===== config.mk =====
export PLATFORM = sky130hd
export DESIGN_NAME = llw_walker
export DESIGN_NICKNAME = d
export VERILOG_FILES = /design/src/rtl/llw_pkg.sv /design/src/rtl/llw_node_guard.sv /design/src/rtl/llw_out_stage.sv /design/src/rtl/llw_addr_unit.sv /design/src/rtl/llw_walker.sv
export SDC_FILE = /design/constraint.sdc
export NUM_CORES = 1
export LEC_CHECK = 0
export ABC_AREA = 1
export ABC_CLOCK_PERIOD_IN_PS = 2950
export BUFFER_PORTS_ARGS = -buffer_cell sky130_fd_sc_hd__buf_2
export CAP_MARGIN = 5
export CORE_MARGIN = 4
export CORE_UTILIZATION = 54
export CTS_CLUSTER_SIZE = 16
export DETAILED_ROUTE_END_ITERATION = 8
export PLACE_DENSITY = 0.78
export SYNTH_ARGS = -nofsm -noshare
export SYNTH_HDL_FRONTEND = slang
export SYNTH_SLANG_ARGS = --single-unit

===== constraint.sdc =====
create_clock -name clk -period 2.95 [get_ports clk]
set_clock_uncertainty 0.15 [all_clocks]
set_input_delay 0.295 -clock clk [delete_from_list [all_inputs] [get_ports clk]]
set_output_delay 0.295 -clock clk [all_outputs]
set_load 0.02 [all_outputs]

===== src/rtl/llw_pkg.sv =====
package llw_pkg;

    localparam int ADDR_W     = 24;
    localparam int CNT_W      = 8;
    localparam int WORD_W     = 32;
    localparam int END_BIT    = 23;
    localparam int WORD_BYTES = 4;

    typedef enum logic [2:0] {
        S_IDLE,
        S_HDR_REQ,
        S_HDR_WAIT,
        S_PAY_REQ,
        S_PAY_WAIT,
        S_PAY_PUSH,
        S_NODE_END
    } walk_state_t;

    typedef struct packed {
        logic [CNT_W-1:0]  count;
        logic [ADDR_W-1:0] link;
    } node_hdr_t;

    function automatic logic [ADDR_W-1:0] word_align(input logic [ADDR_W-1:0] a);
        return a & ~ADDR_W'(WORD_BYTES - 1);
    endfunction

endpackage


===== src/rtl/llw_node_guard.sv =====
module llw_node_guard #(
    parameter int MAX_NODES = 16
) (
    input  logic clk,
    input  logic rst_n,
    input  logic clear,
    input  logic incr,
    output logic limit_hit
);
    localparam int CW = $clog2(MAX_NODES + 1);

    logic [CW-1:0] seen;

    always_ff @(posedge clk) begin
        if (!rst_n) begin
            seen <= '0;
        end else if (clear) begin
            seen <= '0;
        end else if (incr && !limit_hit) begin
            seen <= seen + CW'(1);
        end
    end

    assign limit_hit = (seen >= CW'(MAX_NODES));

    // the node counter never runs past the configured limit
    a_r9_count_bounded: assert property (@(posedge clk) disable iff (!rst_n)
        seen <= CW'(MAX_NODES));

endmodule


===== src/rtl/llw_out_stage.sv =====
module llw_out_stage #(
    parameter int DW = 32
) (
    input  logic          clk,
    input  logic          rst_n,
    input  logic          load,
    input  logic [DW-1:0] din,
    input  logic          ready,
    output logic          valid,
    output logic [DW-1:0] data,
    output logic          fire
);
    assign fire = valid && ready;

    always_ff @(posedge clk) begin
        if (!rst_n) begin
            valid <= 1'b0;
            data  <= '0;
        end else begin
            if (load) begin
                valid <= 1'b1;
                data  <= din;
            end else if (fire) begin
                valid <= 1'b0;
            end
        end
    end

    // a stalled word stays presented and unchanged
    a_r4_hold_stalled: assert property (@(posedge clk) disable iff (!rst_n)
        valid && !ready |=> valid && $stable(data));

    // a new word is never loaded over one not yet accepted
    a_r4_no_overwrite: assert property (@(posedge clk) disable iff (!rst_n)
        load |-> !valid);

endmodule


===== src/rtl/llw_addr_unit.sv =====
module llw_addr_unit
    import llw_pkg::*;
(
    input  logic              clk,
    input  logic              rst_n,
    input  logic              ld_start,
    input  logic [ADDR_W-1:0] start_addr,
    input  logic              ld_hdr,
    input  node_hdr_t         hdr,
    input  logic              step,
    input  logic              ld_next,
    output logic [ADDR_W-1:0] node_addr,
    output logic [ADDR_W-1:0] pay_addr,
    output logic              link_ends,
    output logic              last_word
);
    localparam logic [ADDR_W-1:0] STRIDE   = ADDR_W'(WORD_BYTES);
    localparam logic [ADDR_W-1:0] ALL_ONES = '1;

    logic [ADDR_W-1:0] link_q;
    logic [CNT_W-1:0]  remain_q;

    always_ff @(posedge clk) begin
        if (!rst_n) begin
            node_addr <= '0;
            pay_addr  <= '0;
            link_q    <= '0;
            remain_q  <= '0;
        end else begin
            if (ld_start) begin
                node_addr <= word_align(start_addr);
            end else if (ld_next) begin
                node_addr <= link_ends ? ALL_ONES : word_align(link_q);
            end
            if (ld_hdr) begin
                link_q   <= hdr.link;
                remain_q <= hdr.count;
                pay_addr <= node_addr + STRIDE;
            end else if (step) begin
                remain_q <= remain_q - CNT_W'(1);
                pay_addr <= pay_addr + STRIDE;
            end
        end
    end

    assign link_ends = link_q[END_BIT];
    assign last_word = (remain_q == CNT_W'(1));

    // header addresses taken from a pointer are always word aligned
    a_r7_node_aligned: assert property (@(posedge clk) disable iff (!rst_n)
        ld_next && !link_ends |=> node_addr[1:0] == 2'b00);

endmodule


===== src/rtl/llw_walker.sv =====
module llw_walker
    import llw_pkg::*;
#(
    parameter int MAX_NODES = 16
) (
    input  logic              clk,
    input  logic              rst_n,
    input  logic              go,
    input  logic [ADDR_W-1:0] start_addr,
    output logic              mem_req,
    output logic [ADDR_W-1:0] mem_addr,
    input  logic              mem_rvalid,
    input  logic [WORD_W-1:0] mem_rdata,
    output logic              out_valid,
    output logic [WORD_W-1:0] out_data,
    input  logic              out_ready,
    output logic              busy,
    output logic              done_irq,
    output logic              err,
    output logic [ADDR_W-1:0] node_addr
);
    walk_state_t state, state_nx;

    node_hdr_t         hdr_in;
    logic              ld_start, ld_hdr, load_out, step, ld_next;
    logic              fire, limit_hit, link_ends, last_word, hdr_phase;
    logic [ADDR_W-1:0] pay_addr;

    assign hdr_in = node_hdr_t'(mem_rdata);

    // state register
    always_ff @(posedge clk) begin
        if (!rst_n) state <= S_IDLE;
        else        state <= state_nx;
    end

    // transitions
    always_comb begin
        state_nx = state;
        unique case (state)
            S_IDLE:     if (go) state_nx = S_HDR_REQ;
            S_HDR_REQ:  state_nx = S_HDR_WAIT;
            S_HDR_WAIT: if (mem_rvalid)
                            state_nx = (hdr_in.count == '0) ? S_NODE_END : S_PAY_REQ;
            S_PAY_REQ:  state_nx = S_PAY_WAIT;
            S_PAY_WAIT: if (mem_rvalid) state_nx = S_PAY_PUSH;
            S_PAY_PUSH: if (fire) state_nx = last_word ? S_NODE_END : S_PAY_REQ;
            S_NODE_END: state_nx = (link_ends || limit_hit) ? S_IDLE : S_HDR_REQ;
            default:    state_nx = S_IDLE;
        endcase
    end

    // outputs and datapath strobes
    always_comb begin
        ld_start  = (state == S_IDLE) && go;
        ld_hdr    = (state == S_HDR_WAIT) && mem_rvalid;
        load_out  = (state == S_PAY_WAIT) && mem_rvalid;
        step      = (state == S_PAY_PUSH) && fire;
        ld_next   = (state == S_NODE_END);
        hdr_phase = (state == S_HDR_REQ);
        mem_req   = (state == S_HDR_REQ) || (state == S_PAY_REQ);
        busy      = (state != S_IDLE);
    end

    assign mem_addr = hdr_phase ? node_addr : pay_addr;

    // completion and fault flags
    always_ff @(posedge clk) begin
        if (!rst_n) begin
            done_irq <= 1'b0;
            err      <= 1'b0;
        end else begin
            done_irq <= ld_next && link_ends;
            if (ld_start)
                err <= 1'b0;
            else if (ld_next && !link_ends && limit_hit)
                err <= 1'b1;
        end
    end

    llw_addr_unit u_addr (
        .clk        (clk),
        .rst_n      (rst_n),
        .ld_start   (ld_start),
        .start_addr (start_addr),
        .ld_hdr     (ld_hdr),
        .hdr        (hdr_in),
        .step       (step),
        .ld_next    (ld_next),
        .node_addr  (node_addr),
        .pay_addr   (pay_addr),
        .link_ends  (link_ends),
        .last_word  (last_word)
    );

    llw_node_guard #(.MAX_NODES(MAX_NODES)) u_guard (
        .clk       (clk),
        .rst_n     (rst_n),
        .clear     (ld_start),
        .incr      (ld_hdr),
        .limit_hit (limit_hit)
    );

    llw_out_stage #(.DW(WORD_W)) u_out (
        .clk   (clk),
        .rst_n (rst_n),
        .load  (load_out),
        .din   (mem_rdata),
        .ready (out_ready),
        .valid (out_valid),
        .data  (out_data),
        .fire  (fire)
    );

    // read-in-flight tracker for the request discipline check
    logic rd_pending;
    always_ff @(posedge clk) begin
        if (!rst_n)          rd_pending <= 1'b0;
        else if (mem_req)    rd_pending <= 1'b1;
        else if (mem_rvalid) rd_pending <= 1'b0;
    end

    // no request while a read is still in flight
    a_r3_single_read: assert property (@(posedge clk) disable iff (!rst_n)
        mem_req |-> !rd_pending);

    // a request lasts exactly one cycle
    a_r3_req_pulse: assert property (@(posedge clk) disable iff (!rst_n)
        mem_req |=> !mem_req);

    // every read address is word aligned
    a_r7_addr_aligned: assert property (@(posedge clk) disable iff (!rst_n)
        mem_req |-> mem_addr[1:0] == 2'b00);

    // an accepted go leads straight to the first header read
    a_r1_start_fetch: assert property (@(posedge clk) disable iff (!rst_n)
        go && !busy |=> busy && mem_req && mem_addr == word_align($past(start_addr)));

    // the end pulse comes with the walker idle and the address all ones
    a_r8_done_idle: assert property (@(posedge clk) disable iff (!rst_n)
        done_irq |-> !busy && node_addr == '1);

    // the end pulse lasts one cycle
    a_r8_done_pulse: assert property (@(posedge clk) disable iff (!rst_n)
        done_irq |=> !done_irq);

    // an abort leaves the walker idle and raises no end pulse
    a_r9_abort_idle: assert property (@(posedge clk) disable iff (!rst_n)
        $rose(err) |-> !busy && !done_irq);

    // a word is only presented during a walk
    a_r10_valid_busy: assert property (@(posedge clk) disable iff (!rst_n)
        out_valid |-> busy);

endmodule


==> results of run 1 <==
-- per-stage QoR --
step / std cells / setup slack [ns] / power [uW] / hold WS (ns)
after floorplan: 924 / 0.6027 / 3403 / 0.2898
after global placement: 1166 / 0.4126 / 3947 / 0.2965
after detailed placement: 1166 / 0.3644 / 3969 / 0.3007
after CTS: 1224 / 0.3379 / 6026 / 0.0007123
after global routing: 1225 / 0.1405 / 6357 / 0.008269
final: 1225 / 0.3281 / 6015 / 0.002755
-- cell type report --
type | instances | area [sq um]
Timing Repair Buffer | 184 | 1116
Sequential cell | 119 | 2382
Tap cell | 140 | 175.2
Inverter | 102 | 382.9
Clock inverter | 11 | 110.1
Clock buffer | 21 | 470.5
Multi-Input combinational cell | 648 | 3131
Fill cell | 960 | 3216
-- cells in the final DEF (no fill, tap or decap), types with 12 or more instances in the layout --
cell	instances
sky130_fd_sc_hd__a21oi_1	52
sky130_fd_sc_hd__a31oi_1	27
sky130_fd_sc_hd__buf_2	143
sky130_fd_sc_hd__buf_4	12
sky130_fd_sc_hd__clkbuf_16	17
sky130_fd_sc_hd__dfxtp_1	119
sky130_fd_sc_hd__dlygate4sd3_1	27
sky130_fd_sc_hd__inv_1	93
sky130_fd_sc_hd__nand2_1	229
sky130_fd_sc_hd__nand3_1	65
sky130_fd_sc_hd__nand4_1	21
sky130_fd_sc_hd__nor2_1	89
sky130_fd_sc_hd__o21ai_0	84
-- cells by family (layout without fill, tap and decap cells) --
| group | after synthesis | in the layout | share of synthesized area [%] |
|---|---|---|---|
| AND/OR/NAND/NOR | 443 | 443 | 31.53 |
| adder cells (fa/ha/maj) | 5 | 5 | 1.016 |
| XOR/XNOR | 7 | 7 | 0.9955 |
| flip-flops | 119 | 119 | 38.68 |
| buffers and inverters | 157 | 318 | 10.48 |
| AO/OA/AOI/OAI | 191 | 191 | 16.92 |
| multiplexers | 2 | 2 | 0.3657 |
-- worst reg2reg max path, stage by stage, from the launching register on --
cell	delay, ns
sky130_fd_sc_hd__dfxtp_1	0.40
sky130_fd_sc_hd__inv_2	0.30
sky130_fd_sc_hd__nand4_4	0.31
sky130_fd_sc_hd__o21ai_1	0.31
sky130_fd_sc_hd__ha_1	0.26
sky130_fd_sc_hd__nand2_1	0.08
sky130_fd_sc_hd__nor2_2	0.15
sky130_fd_sc_hd__nand2_2	0.13
sky130_fd_sc_hd__nor2_2	0.13
sky130_fd_sc_hd__nand2_1	0.06
sky130_fd_sc_hd__nand2_1	0.05
sky130_fd_sc_hd__nand3_1	0.06
sky130_fd_sc_hd__nand2_1	0.08
sky130_fd_sc_hd__inv_1	0.03
-- sequential cells by signal (all words and copies together), names as in the netlist --
signal and flops:
done_irq 1, err 1, state 3, u_addr.link_q 22
u_addr.node_addr 23, u_addr.pay_addr 23, u_addr.remain_q 8, u_guard.seen 5
u_out.data 32, u_out.valid 1
-- power groups by stage --
stage | Sequential (uW) | Clock [uW] | Combinational [uW]
after floorplan | 2070 | 0 | 1330
after global placement | 2070 | 0 | 1880
after detailed placement | 2070 | 0 | 1900
after CTS | 2040 | 2040 | 1940
after global routing | 2070 | 2130 | 2160
final | 2050 | 2020 | 1940
-- metal layers --
layer  part of all wire [%]  track usage [%]  routed length (microns)  vias to the layer above
li1                       -                -                        -                     3319
met1                     43            35.38                     7824                     2984
met2                     47            44.66                     8597                      233
met3                    7.9            8.263                     1435                       26
met4                    1.7            9.390                      301                        2
met5                  0.099                0                       18                        -
-- path summary, 6_finish.rpt --
path	start	endpoint	slack, ns	depth (start not counted)
worst max-delay path	state[2]$_SDFFE_PN0P_	u_addr.pay_addr[22]$_SDFFE_PN0P_	0.33	13
worst min-delay path	start_addr[11]	u_addr.node_addr[11]$_SDFFE_PN0P_	0.003	3
worst max register to register	state[2]$_SDFFE_PN0P_	u_addr.pay_addr[22]$_SDFFE_PN0P_	0.33	13
worst min register to register	u_out.data[7]$_SDFFE_PN0P_	u_out.data[7]$_SDFFE_PN0P_	0.31	2
==> implementation parameters, run 1 <==
Parameter                              Value

Outcome
  Run status ... complete, no violations

Detailed routing
  Post-route antenna net violation count ... 0
  DR DRC count ... 0
  Routed wire per std cell ... 14.84 microns
  Total wire length ... between 15000 and 20000 microns
  DR vias/cell ... approximately 5.4
  Routed vias ... roughly 6600
  Detailed Route Iter0 Violations ... 455
  Number of iterations in the first detailed-routing pass ... 5

Layout
  Cell area after layout ... just under 8000 sq um
  Fraction of layout instances using a drive strength above 1 ... approximately a fifth
  Final Net Count ... roughly 1100
  Area added between synthesis and finish ... 26.13%
  Final Core Density ... 70.72%
  Antenna fix cells ... 0

Synthesis
  Number of synthesized flops with an enable pin ... 0
  Dominant register cell in the synthesized netlist ... sky130_fd_sc_hd__dfxtp_1
  Synthesized Nets ... roughly 1000
  Number of distinct library cells after synthesis ... 45
  Sequential-to-total area share from yosys stat ... between 30% and 40%
  Yosys top cell by area ... sky130_fd_sc_hd__dfxtp_1
  Library cell with the highest instance count after synthesis ... sky130_fd_sc_hd__nand2_1
  Number of flip-flops and latches in the synthesized netlist ... ~120
  Async S/R FF share, synth ... 0%
  Syn Std Cell Area ... slightly above 6000 sq um
  Total number of yosys warnings ... 0
  Mapped Cells ... 924
  Area share of the largest cell type after synthesis ... 38.68%
  Top post-synthesis cells by area ... sky130_fd_sc_hd__dfxtp_1, sky130_fd_sc_hd__nand2_1, sky130_fd_sc_hd__o21ai_0
  Commonest cells in the synthesized netlist ... sky130_fd_sc_hd__nand2_1, sky130_fd_sc_hd__dfxtp_1, sky130_fd_sc_hd__inv_1
  Mean Syn Cell Area ... approximately 6.7 sq um

STA
  Final-layout setup total negative slack ... 0 ns
  Tightest Pin Transition ... approximately 0.75 ns
  Final hold vios ... 0
  Crit path time final ... 2.622 ns
  Post-route clock period utilization ... approximately nine tenths
  Count of final setup violators ... 0
  Unrepaired setup endpoints after global routing ... no
  Max-slew violations ... 0
  Max-Slew Margin vs Limit ... between 50% and 60%
  F_max ... roughly 380 MHz

Pwr
  Sw power ... 2316 uW
  Leakage dissipation ... 0.003528 uW
  Power share of the clock group ... between 30% and 40%
  Share of power burned in combinational logic ... roughly 32%
  Worst IR Drop VDD ... around 0.00049 V
  Fraction of power spent switching nets ... between 30% and 40%
  Total power per unit cell area ... ~770 nW/um^2
  Share of power burned in registers ... 34.0%
  Internal Dissipation ... ~3700 uW

Worst setup path
  Crit path max-delay family ... simple AND/OR/NAND/NOR gates
  Slowest cell on the critical path ... sky130_fd_sc_hd__dfxtp_1
  Max stage delay on crit path ... ~0.40 ns
  Worst Path Max Fanout ... 17
  CP Cell Sequence ... inv_2 > nand4_4 > o21ai_1 > ha_1 > nand2_1 > nor2_2 > nand2_2 > nor2_2 > nand2_1 > nand2_1 > nand3_1 > nand2_1 > inv_1
  Crit path capture type ... flop
  Data required time at the worst endpoint ... between 3 and 4 ns
  Most used cell, CP ... sky130_fd_sc_hd__nand2_1
  Crit path DAT ... about 2.8 ns
  Type of the setup path with the least slack ... flop to flop
  Type of element launching the critical path ... flop
  Crit path buffers/inverters ... 2

Floorplan
  Width of the die ... between 100 and 150 microns
  Core area ... 10980 sq um
  Vertical extent of the die ... about 110 microns
  Total I/O pin count ... ~150
  Area of the die ... between 10000 and 15000 sq um
  Row Count ... 38
  Starting density of the core ... 56.07%

CTS
  Clock buffers created by TritonCTS ... 17
  Number of buffers on the longest clock path ... 2
  Clock tree from TritonCTS ... done
  Post-CTS setup buffer count ... 0
  Buffer type at the clock tree root ... sky130_fd_sc_hd__clkbuf_16
  Resized cells post-CTS ... 0
  Clock-pin slew on the worst setup and hold paths ... around 0.060 ns
  Max H-tree Level ... 4
  Source-to-sink clock delay at the later pin of the worst-skew pair ... 0.42 ns
  Cts-stage hold buffer count ... 26
  Clock Sinks ... 119

GRT
  Wire length of the first global-routing pass ... about 29000 microns
  Maximum number of pins on one net before global-route repair ... between 50 and 60
  Vias in the first global route ... between 5000 and 6000
  Initial antenna violation count ... 1
  Gr ovfl total ... 0
  Aggregate global-route resource usage ... between 20% and 30%

Worst hold path
  Class of the most critical hold timing path ... input pin to flop

Place
  Final estimated routing congestion in global placement ... 0.9466
  Post-detailed-placement cell area ... around 6900 sq um
  Placed wire-length estimate ... around 12000 microns
  Number of input and output port buffers inserted ... roughly 140

Job
  Max capacitance violation total ... 0
Note: power is estimated with default switching activity, not from simulation.
==> run 2: changes to the inputs <==
--- a/config.mk
+++ b/config.mk
@@ -5,7 +5,6 @@
 export SDC_FILE = /design/constraint.sdc
 export NUM_CORES = 1
 export LEC_CHECK = 0
-export ABC_AREA = 1
 export ABC_CLOCK_PERIOD_IN_PS = 2950
 export BUFFER_PORTS_ARGS = -buffer_cell sky130_fd_sc_hd__buf_2
 export CAP_MARGIN = 5
==> run 2 against run 1 <==
Compared with the run above:
- sequential cell count unchanged
- area after synthesis up 0.14%
- worst hold slack better by 0.023 ns
- largest cell class unchanged
- maximum frequency down 3.3%
- final area up 2.7%
- worst setup slack worse by 0.088 ns
- power down 25%
- routed wire length up 9.2%
- non-clock buffer count up 27
- combinational power down 59%
==> implementation parameters, run 2 <==
Parameter                              Value

Floorplan
  Vertical extent of the die ... 114.9 microns (about the same)
  Total I/O pin count ... 146 (unchanged)
  Row Count ... 38 (unchanged)
  Area of the die ... 13190 sq um (+0.13%)
  Starting density of the core ... 55.91% (-0.16 points)
  Core area ... 11030 sq um (+0.43%)
  Width of the die ... 114.9 microns (about the same)

Synthesis
  Dominant register cell in the synthesized netlist ... sky130_fd_sc_hd__dfxtp_1
  Largest family of logic cells by synthesized area ... simple AND/OR/NAND/NOR gates
  Post-synthesis share of cell area spent on full adders, half adders and majority gates ... 1.014% (-0.0014 points)
  Number of flip-flops and latches in the synthesized netlist ... 119 (unchanged)
  Synthesized Nets ... 843 (-15%)
  Mapped Cells ... 777 (-16%)
  Top post-synthesis cells by area ... sky130_fd_sc_hd__dfxtp_1, sky130_fd_sc_hd__nand2_1, sky130_fd_sc_hd__a21oi_1
  Post-synthesis mux area share ... 5.802% (+5.4 points)
  Total number of yosys warnings ... 0 (unchanged)
  Area share of the largest cell type after synthesis ... 38.63% (-0.055 points)
  Number of distinct library cells after synthesis ... 67 (+49%)
  Fraction of the mapped netlist area in compound gates ... 18.34% (+1.4 points)
  Sequential-to-total area share from yosys stat ... 38.63% (-0.055 points)
  Share of the synthesized netlist area taken by xor and xnor gates ... 3.408% (+2.4 points)
  Syn Std Cell Area ... 6167 sq um (+0.14%)
  Synth Area in Simple Gates ... 27.10% (-4.4 points)
  Yosys top cell by area ... sky130_fd_sc_hd__dfxtp_1
  Commonest cells in the synthesized netlist ... sky130_fd_sc_hd__nand2_1, sky130_fd_sc_hd__dfxtp_1, sky130_fd_sc_hd__a21oi_1
  Number of synthesized flops with an enable pin ... 0 (unchanged)
  Async S/R FF share, synth ... 0% (unchanged)
  Mean Syn Cell Area ... 7.937 sq um (+19%)
  Library cell with the highest instance count after synthesis ... sky130_fd_sc_hd__nand2_1

Layout
  Post-route insts no fill ... 1096 (-11%)
  Area added between synthesis and finish ... 29.38%
  Most flops, register ... u_out.data
  Final Net Count ... 1011 (-11%)
  Largest registers ... u_out.data x32, u_addr.node_addr x23, u_addr.pay_addr x23
  Most frequent cells in the layout ... sky130_fd_sc_hd__nand2_1, sky130_fd_sc_hd__buf_2, sky130_fd_sc_hd__dfxtp_1
  Fraction of layout instances using a drive strength above 1 ... 24.48% (+3.8 points)
  Total area of sequential cells ... 2384 sq um (about the same)
  Antenna fix cells ... 0 (unchanged)
  Combined area of the multi-input logic cells ... 3475 sq um (+11%)
  Final Core Density ... 72.33% (+1.6 points)
  Most common cell after layout, fill and taps aside ... sky130_fd_sc_hd__nand2_1
  Filler cells ... 848 (-12%)
  Cell area after layout ... 7979 sq um (+2.7%)
  Flip-flop count of the largest register, all copies and words added ... 32 (unchanged)

Detailed routing
  Post-route antenna net violation count ... 0 (unchanged)
  DR DRC count ... 0 (unchanged)
  Routed wire per std cell ... 18.11 microns (+22%)
  Total wire length ... 19850 microns (+9.2%)
  Routed vias ... 6613 (+0.75%)
  DR vias/cell ... 6.034 (+13%)
  Detailed Route Iter0 Violations ... 707 (+55%)
  Number of iterations in the first detailed-routing pass ... 5 (unchanged)

Pwr
  Total power per unit cell area ... 566.2 nW/um^2 (-27%)
  Share of power burned in combinational logic ... 17.7% (-15 points)
  Leakage dissipation ... 0.003189 uW (-9.6%)
  Sw power ... 1310 uW (-43%)
  Worst IR Drop VDD ... 0.0003997 V (-18%)
  Share of power burned in registers ... 40.2% (+6.2 points)
  Internal Dissipation ... 3208 uW (-13%)
  Fraction of power spent switching nets ... 28.99% (-9.5 points)
  Power share of the clock group ... 42.2% (+8.6 points)

GRT
  Gr ovfl total ... 0 (unchanged)
  Wire length of the first global-routing pass ... 32460 microns (+11%)
  Aggregate global-route resource usage ... 30.44% (+2.8 points)
  Initial antenna violation count ... 0 (-1)
  Maximum number of pins on one net before global-route repair ... 55 (-1.8%)
  Vias in the first global route ... 6578 (+10%)

Worst setup path
  Launching point of the worst reg2reg path ... state[2]$_SDFFE_PN0P_
  Crit path DAT ... 2.91 ns (+0.13 ns)
  Worst Path Max Fanout ... 11 (-6)
  Type of element launching the critical path ... flop
  Crit path capture type ... flop
  Type of the setup path with the least slack ... flop to flop
  Beginning of the critical path ... state[2]$_SDFFE_PN0P_
  Data required time at the worst endpoint ... 3.15 ns (+0.04 ns)
  Worst reg2reg setup slack ... 0.24 ns (-0.09 ns)

STA
  Post-route clock period utilization ... 91.87% (+3.0 points)
  Max-slew violations ... 0 (unchanged)
  Crit path time final ... 2.710 ns (+0.08808 ns)
  Unrepaired setup endpoints after global routing ... no
  Tightest Pin Transition ... 0.8127 ns (+0.06551 ns)
  Final hold vios ... 0 (unchanged)
  Max-Slew Margin vs Limit ... 45.82% (-4.3 points)
  Count of final setup violators ... 0 (unchanged)
  F_max ... 369.0 MHz (-3.3%)

Place
  Final estimated routing congestion in global placement ... 0.9302 (-1.7%)
  Post-detailed-placement cell area ... 6943 sq um (+0.38%)
  Placed wire-length estimate ... 12900 microns (+3.5%)
  Number of input and output port buffers inserted ... 143 (unchanged)
  Placed cell count ... 1018 (-13%)

CTS
  Number of buffers on the longest clock path ... 2 (unchanged)
  Max H-tree Level ... 4 (unchanged)
  Clock tree from TritonCTS ... done
  Buffer type at the clock tree root ... sky130_fd_sc_hd__clkbuf_16
  Clock-pin slew on the worst setup and hold paths ... 0.05 ns (about the same)
  Clock buffers created by TritonCTS ... 17 (unchanged)
  Clock Sinks ... 119 (unchanged)
  Post-CTS setup buffer count ... 0 (unchanged)
  Source-to-sink clock delay at the later pin of the worst-skew pair ... 0.41 ns (about the same)

Worst hold path
  Class of the most critical hold timing path ... input pin to flop
  Start point of the worst min-delay path ... mem_rdata[29]

Job
  Max capacitance violation total ... 0 (unchanged)

Outcome
  Run status ... complete, no violations
-- run 2: cell count changes in the layout (fill, tap and decap cells not counted), sizes merged, moves of 39 or more --
cell / previous run / this run
a21oi: 53 / 92
nand3: 66 / 13
o21ai: 94 / 15
inv: 106 / 14
nand2: 237 / 171
nor2: 102 / 35
-- run 2: path summary, 6_finish.rpt --
check | endpoint | cells past startpoint
max reg2reg | u_addr.pay_addr[16]$_SDFFE_PN0P_ | 9
max | u_addr.pay_addr[16]$_SDFFE_PN0P_ | 9
min reg2reg | u_out.data[24]$_SDFFE_PN0P_ | 2
min | u_out.data[29]$_SDFFE_PN0P_ | 3
-- run 2: worst max-delay path, stage by stage, from the launching register on --
cell and delay (ns):
sky130_fd_sc_hd__dfxtp_2 0.38, sky130_fd_sc_hd__and4bb_4 0.34, sky130_fd_sc_hd__nand2_1 0.08, sky130_fd_sc_hd__nand2_1 0.07
sky130_fd_sc_hd__ha_2 0.22, sky130_fd_sc_hd__nand4_1 0.21, sky130_fd_sc_hd__nor3_4 0.36, sky130_fd_sc_hd__o21ai_1 0.19
sky130_fd_sc_hd__or4_1 0.54, sky130_fd_sc_hd__nand3_1 0.10
-- run 2: routing by layer --
metal	track usage, %	up-vias	routed length (microns)	part of all wire (%)
met5	0	-	0	0
met4	11.03	0	365	1.8
met3	8.421	46	1990	10
met2	48.65	362	9301	47
met1	39.49	3099	8189	41
li1	-	3106	-	-
-- run 2: layout make-up --
| class | instances | area share [%] |
|---|---|---|
| Multi-Input combinational cell | 581 | 43.55 |
| Sequential cell | 119 | 29.87 |
| Timing Repair Buffer | 211 | 16.87 |
| Clock buffer | 23 | 5.865 |
| Tap cell | 140 | 2.195 |
| Clock inverter | 7 | 0.9252 |
| Inverter | 15 | 0.7213 |
-- run 2: per-stage QoR --
| step | setup TNS [ns] | hold WS (ns) | total power (uW) | setup WS [ns] |
|---|---|---|---|---|
| after detailed placement | 0 | 0.2950 | 2569 | 0.1423 |
| after CTS | 0 | 0.005409 | 4518 | 0.1492 |
| after floorplan | -0.003187 | 0.2810 | 2311 | -0.003187 |
| after global routing | 0 | 0.02265 | 4683 | 0.07905 |
| final | 0 | 0.02608 | 4518 | 0.2400 |
| after global placement | 0 | 0.2907 | 2545 | 0.2682 |
-- run 2: logic make-up after synthesis --
logic type,count (synthesis)
and+or+nand+nor,338
DFF,119
adders and majority gates,5
muxes,33
AOI/OAI and AO/OA,181
xor gates and xnor gates,24
buffers and inverters,77
-- run 2: what timing repair did --
item	4_1_cts	5_1_grt
resized for setup	0	3
hold buffers	48	0
setup endpoints to repair	0	2
hold endpoints to repair	67	0
-- run 2: power by group through the flow --
stage               combinational, uW  sequential, uW  clock, uW
floorplan                         460            1850          0
global placement                  711            1830          0
detailed placement                728            1840          0
CTS                               785            1810       1920
global route                      867            1830       1990
finish                            798            1810       1910
==> run 3: changes to the inputs <==
--- a/config.mk
+++ b/config.mk
@@ -12,7 +12,7 @@
 export CORE_UTILIZATION = 54
 export CTS_CLUSTER_SIZE = 16
 export DETAILED_ROUTE_END_ITERATION = 8
-export PLACE_DENSITY = 0.78
+export PLACE_DENSITY = 0.84
 export SYNTH_ARGS = -nofsm -noshare
 export SYNTH_HDL_FRONTEND = slang
 export SYNTH_SLANG_ARGS = --single-unit
==> run 3 against run 2 <==
Compared with the run above:
- sequential cell count did not move
- routed wire length fell by 4.1%
- highest routed layer unchanged
- die area did not move
- power up 0.59%
- non-clock buffer count did not move
- clock power grew 2%
==> implementation parameters, run 3 (synthesis results as in run 2) <==
Parameter                              Value

Outcome
  Run status ... complete, no violations

Floorplan
  Core area ... 11030 sq um (unchanged)
  Area of the die ... 13190 sq um (unchanged)
  Row Count ... 38 (unchanged)
  Vertical extent of the die ... 114.9 microns (unchanged)
  Width of the die ... 114.9 microns (unchanged)
  Total I/O pin count ... 146 (unchanged)
  Starting density of the core ... 55.91% (unchanged)

Worst hold path
  Worst Hold Path EP ... u_addr.link_q[10]$_SDFFE_PN0P_
  Class of the most critical hold timing path ... input pin to flop
  Worst Hold Depth ... 3 (unchanged)
  Start point of the worst min-delay path ... mem_rdata[10]

Pwr
  Fraction of power spent switching nets ... 29.36% (+0.37 points)
  Leakage dissipation ... 0.003191 uW (about the same)
  Share of power burned in registers ... 40.0% (-0.2 points)
  Internal Dissipation ... 3210 uW (about the same)
  Worst IR Drop VDD ... 0.0004382 V (+9.6%)
  Total power per unit cell area ... 568.5 nW/um^2 (+0.40%)
  Sw power ... 1334 uW (+1.9%)
  Share of power burned in combinational logic ... 17.1% (-0.6 points)
  Power share of the clock group ... 42.8% (+0.6 points)

GRT
  Initial antenna violation count ... 0 (unchanged)
  Gr ovfl total ... 0 (unchanged)
  Wire length of the first global-routing pass ... 31030 microns (-4.4%)
  Vias in the first global route ... 6290 (-4.4%)
  Aggregate global-route resource usage ... 29.00% (-1.4 points)
  Maximum number of pins on one net before global-route repair ... 104 (+89%)

Worst setup path
  Type of element launching the critical path ... flop
  Data required time at the worst endpoint ... 3.16 ns (about the same)
  Slowest cell on the critical path ... sky130_fd_sc_hd__or4_1
  CP Cell Sequence ... and4bb_4 > nand2_1 > nand2_1 > ha_2 > nand4_1 > nor3_2 > o21ai_1 > or4_1 > nand3_1
  Worst reg2reg setup slack ... 0.21 ns (-0.03 ns)
  Critical register-to-register path endpoint ... u_addr.pay_addr[16]$_SDFFE_PN0P_
  Launching point of the worst reg2reg path ... state[2]$_SDFFE_PN0P_
  Max stage delay on crit path ... 0.53 ns (about the same)
  Type of the setup path with the least slack ... flop to flop
  Most used cell, CP ... sky130_fd_sc_hd__nand2_1
  Crit path capture type ... flop
  Crit path DAT ... 2.95 ns (+0.04 ns)
  Worst Path Max Fanout ... 8 (-3)
  Register-to-Register Path Depth ... 9 (unchanged)

STA
  Max-slew violations ... 0 (unchanged)
  Final hold vios ... 0 (unchanged)
  Unrepaired setup endpoints after global routing ... no
  Post-route clock period utilization ... 92.87% (+1.0 points)
  Count of final setup violators ... 0 (unchanged)
  Final-layout setup total negative slack ... 0 ns (unchanged)
  Tightest Pin Transition ... 0.7868 ns (-0.02594 ns)
  Final-layout worst hold slack ... 0.01364 ns (-0.01244 ns)
  F_max ... 365.0 MHz (-1.1%)
  Crit path time final ... 2.740 ns (+0.02962 ns)
  Max-Slew Margin vs Limit ... 47.47% (+1.7 points)

Detailed routing
  Post-route antenna net violation count ... 0 (unchanged)
  Total wire length ... 19020 microns (-4.1%)
  Routed wire per std cell ... 17.34 microns (-4.2%)
  Routed vias ... 6536 (-1.2%)
  Number of iterations in the first detailed-routing pass ... 8 (+3)
  Detailed Route Iter0 Violations ... 762 (+7.8%)
  DR DRC count ... 0 (unchanged)
  DR vias/cell ... 5.958 (-1.3%)

CTS
  Clock buffers created by TritonCTS ... 17 (unchanged)
  Clock tree from TritonCTS ... done
  Buffer type at the clock tree root ... sky130_fd_sc_hd__clkbuf_16
  Resized cells post-CTS ... 0 (unchanged)
  Clock Sinks ... 119 (unchanged)
  Number of buffers on the longest clock path ... 2 (unchanged)
  Clock-pin slew on the worst setup and hold paths ... 0.06 ns (about the same)
  Post-CTS setup buffer count ... 0 (unchanged)
  Source-to-sink clock delay at the later pin of the worst-skew pair ... 0.42 ns (about the same)
  Max H-tree Level ... 4 (unchanged)

Place
  Final estimated routing congestion in global placement ... 0.9024 (-3.0%)
  Placed wire-length estimate ... 12000 microns (-7.0%)
  Number of input and output port buffers inserted ... 143 (unchanged)
  Post-detailed-placement cell area ... 6955 sq um (+0.18%)

Layout
  Flip-flop count of the largest register, all copies and words added ... 32 (unchanged)
  Final Net Count ... 1011 (unchanged)
  Cell area after layout ... 7994 sq um (+0.19%)
  Most common cell after layout, fill and taps aside ... sky130_fd_sc_hd__nand2_1
  Area added between synthesis and finish ... 29.62%
  Fraction of layout instances using a drive strength above 1 ... 24.76% (+0.29 points)
  Antenna fix cells ... 0 (unchanged)
  Most flops, register ... u_out.data
  Largest registers ... u_out.data x32, u_addr.node_addr x23, u_addr.pay_addr x23
  Most frequent cells in the layout ... sky130_fd_sc_hd__nand2_1, sky130_fd_sc_hd__buf_2, sky130_fd_sc_hd__dfxtp_1

Job
  Max capacitance violation total ... 0 (unchanged)
## run 3: worst max-delay path by stage
stage | start | to | slack [ns] | cells past startpoint
floorplan | state[2]$_SDFFE_PN0P_ | u_addr.pay_addr[20]$_SDFFE_PN0P_ | -0.003 | 13
global placement | mem_rvalid | u_addr.pay_addr[20]$_SDFFE_PN0P_ | 0.30 | 10
detailed placement | mem_rvalid | u_addr.pay_addr[16]$_SDFFE_PN0P_ | 0.24 | 10
CTS | state[2]$_SDFFE_PN0P_ | u_addr.pay_addr[16]$_SDFFE_PN0P_ | 0.25 | 9
global route | state[1]$_SDFFE_PN0P_ | u_addr.pay_addr[16]$_SDFFE_PN0P_ | 0.02 | 9
finish | state[2]$_SDFFE_PN0P_ | u_addr.pay_addr[16]$_SDFFE_PN0P_ | 0.21 | 9
## run 3: final cells by class
cell class | count | area (sq um)
repair buffers | 211 | 1359
clock buffers | 20 | 456.7
fillers | 835 | 3037
flip-flops and latches | 119 | 2382
clock inverters | 11 | 101.3
inverters | 15 | 57.56
multi-input cells | 581 | 3462
well taps | 140 | 175.2
## run 3: repair_timing
item | CTS | global route
hold buffers | 48 | 0
hold endpoints to repair | 67 | 0
endpoints found under the setup margin | 0 | 0
## run 3: layer usage
layer  share of wire, %  global-route usage, %
met2                 46                  45.79
met3                9.6                  7.316
met5                  0                      0
met1                 41                  38.27
met4                2.6                  11.19
## run 3: power by group through the flow
stage | Combinational (uW) | Sequential (uW) | Clock [uW]
finish | 779 | 1820 | 1950
floorplan | 460 | 1850 | 0
global route | 845 | 1830 | 2050
global placement | 707 | 1840 | 0
detailed placement | 716 | 1850 | 0
CTS | 769 | 1810 | 1960
## run 3: critical path, delay by kind of cell (launching register included)
| kind | cells | cell delay [ns] |
|---|---|---|
| and+or+nand+nor | 7 | 1.76 |
| DFF | 1 | 0.38 |
| adders and majority gates | 1 | 0.21 |
| AOI/OAI and AO/OA | 1 | 0.18 |
## run 3: per-stage QoR
step	worst slack [ns]	instances	total power, uW	util, %
floorplan	-0.003187	777	2311	-
global placement	0.2952	1018	2550	63.06
detailed placement	0.2430	1018	2561	63.06
CTS	0.2510	1097	4546	72.47
global route	0.02259	1097	4722	72.47
finish	0.2104	1097	4545	72.47
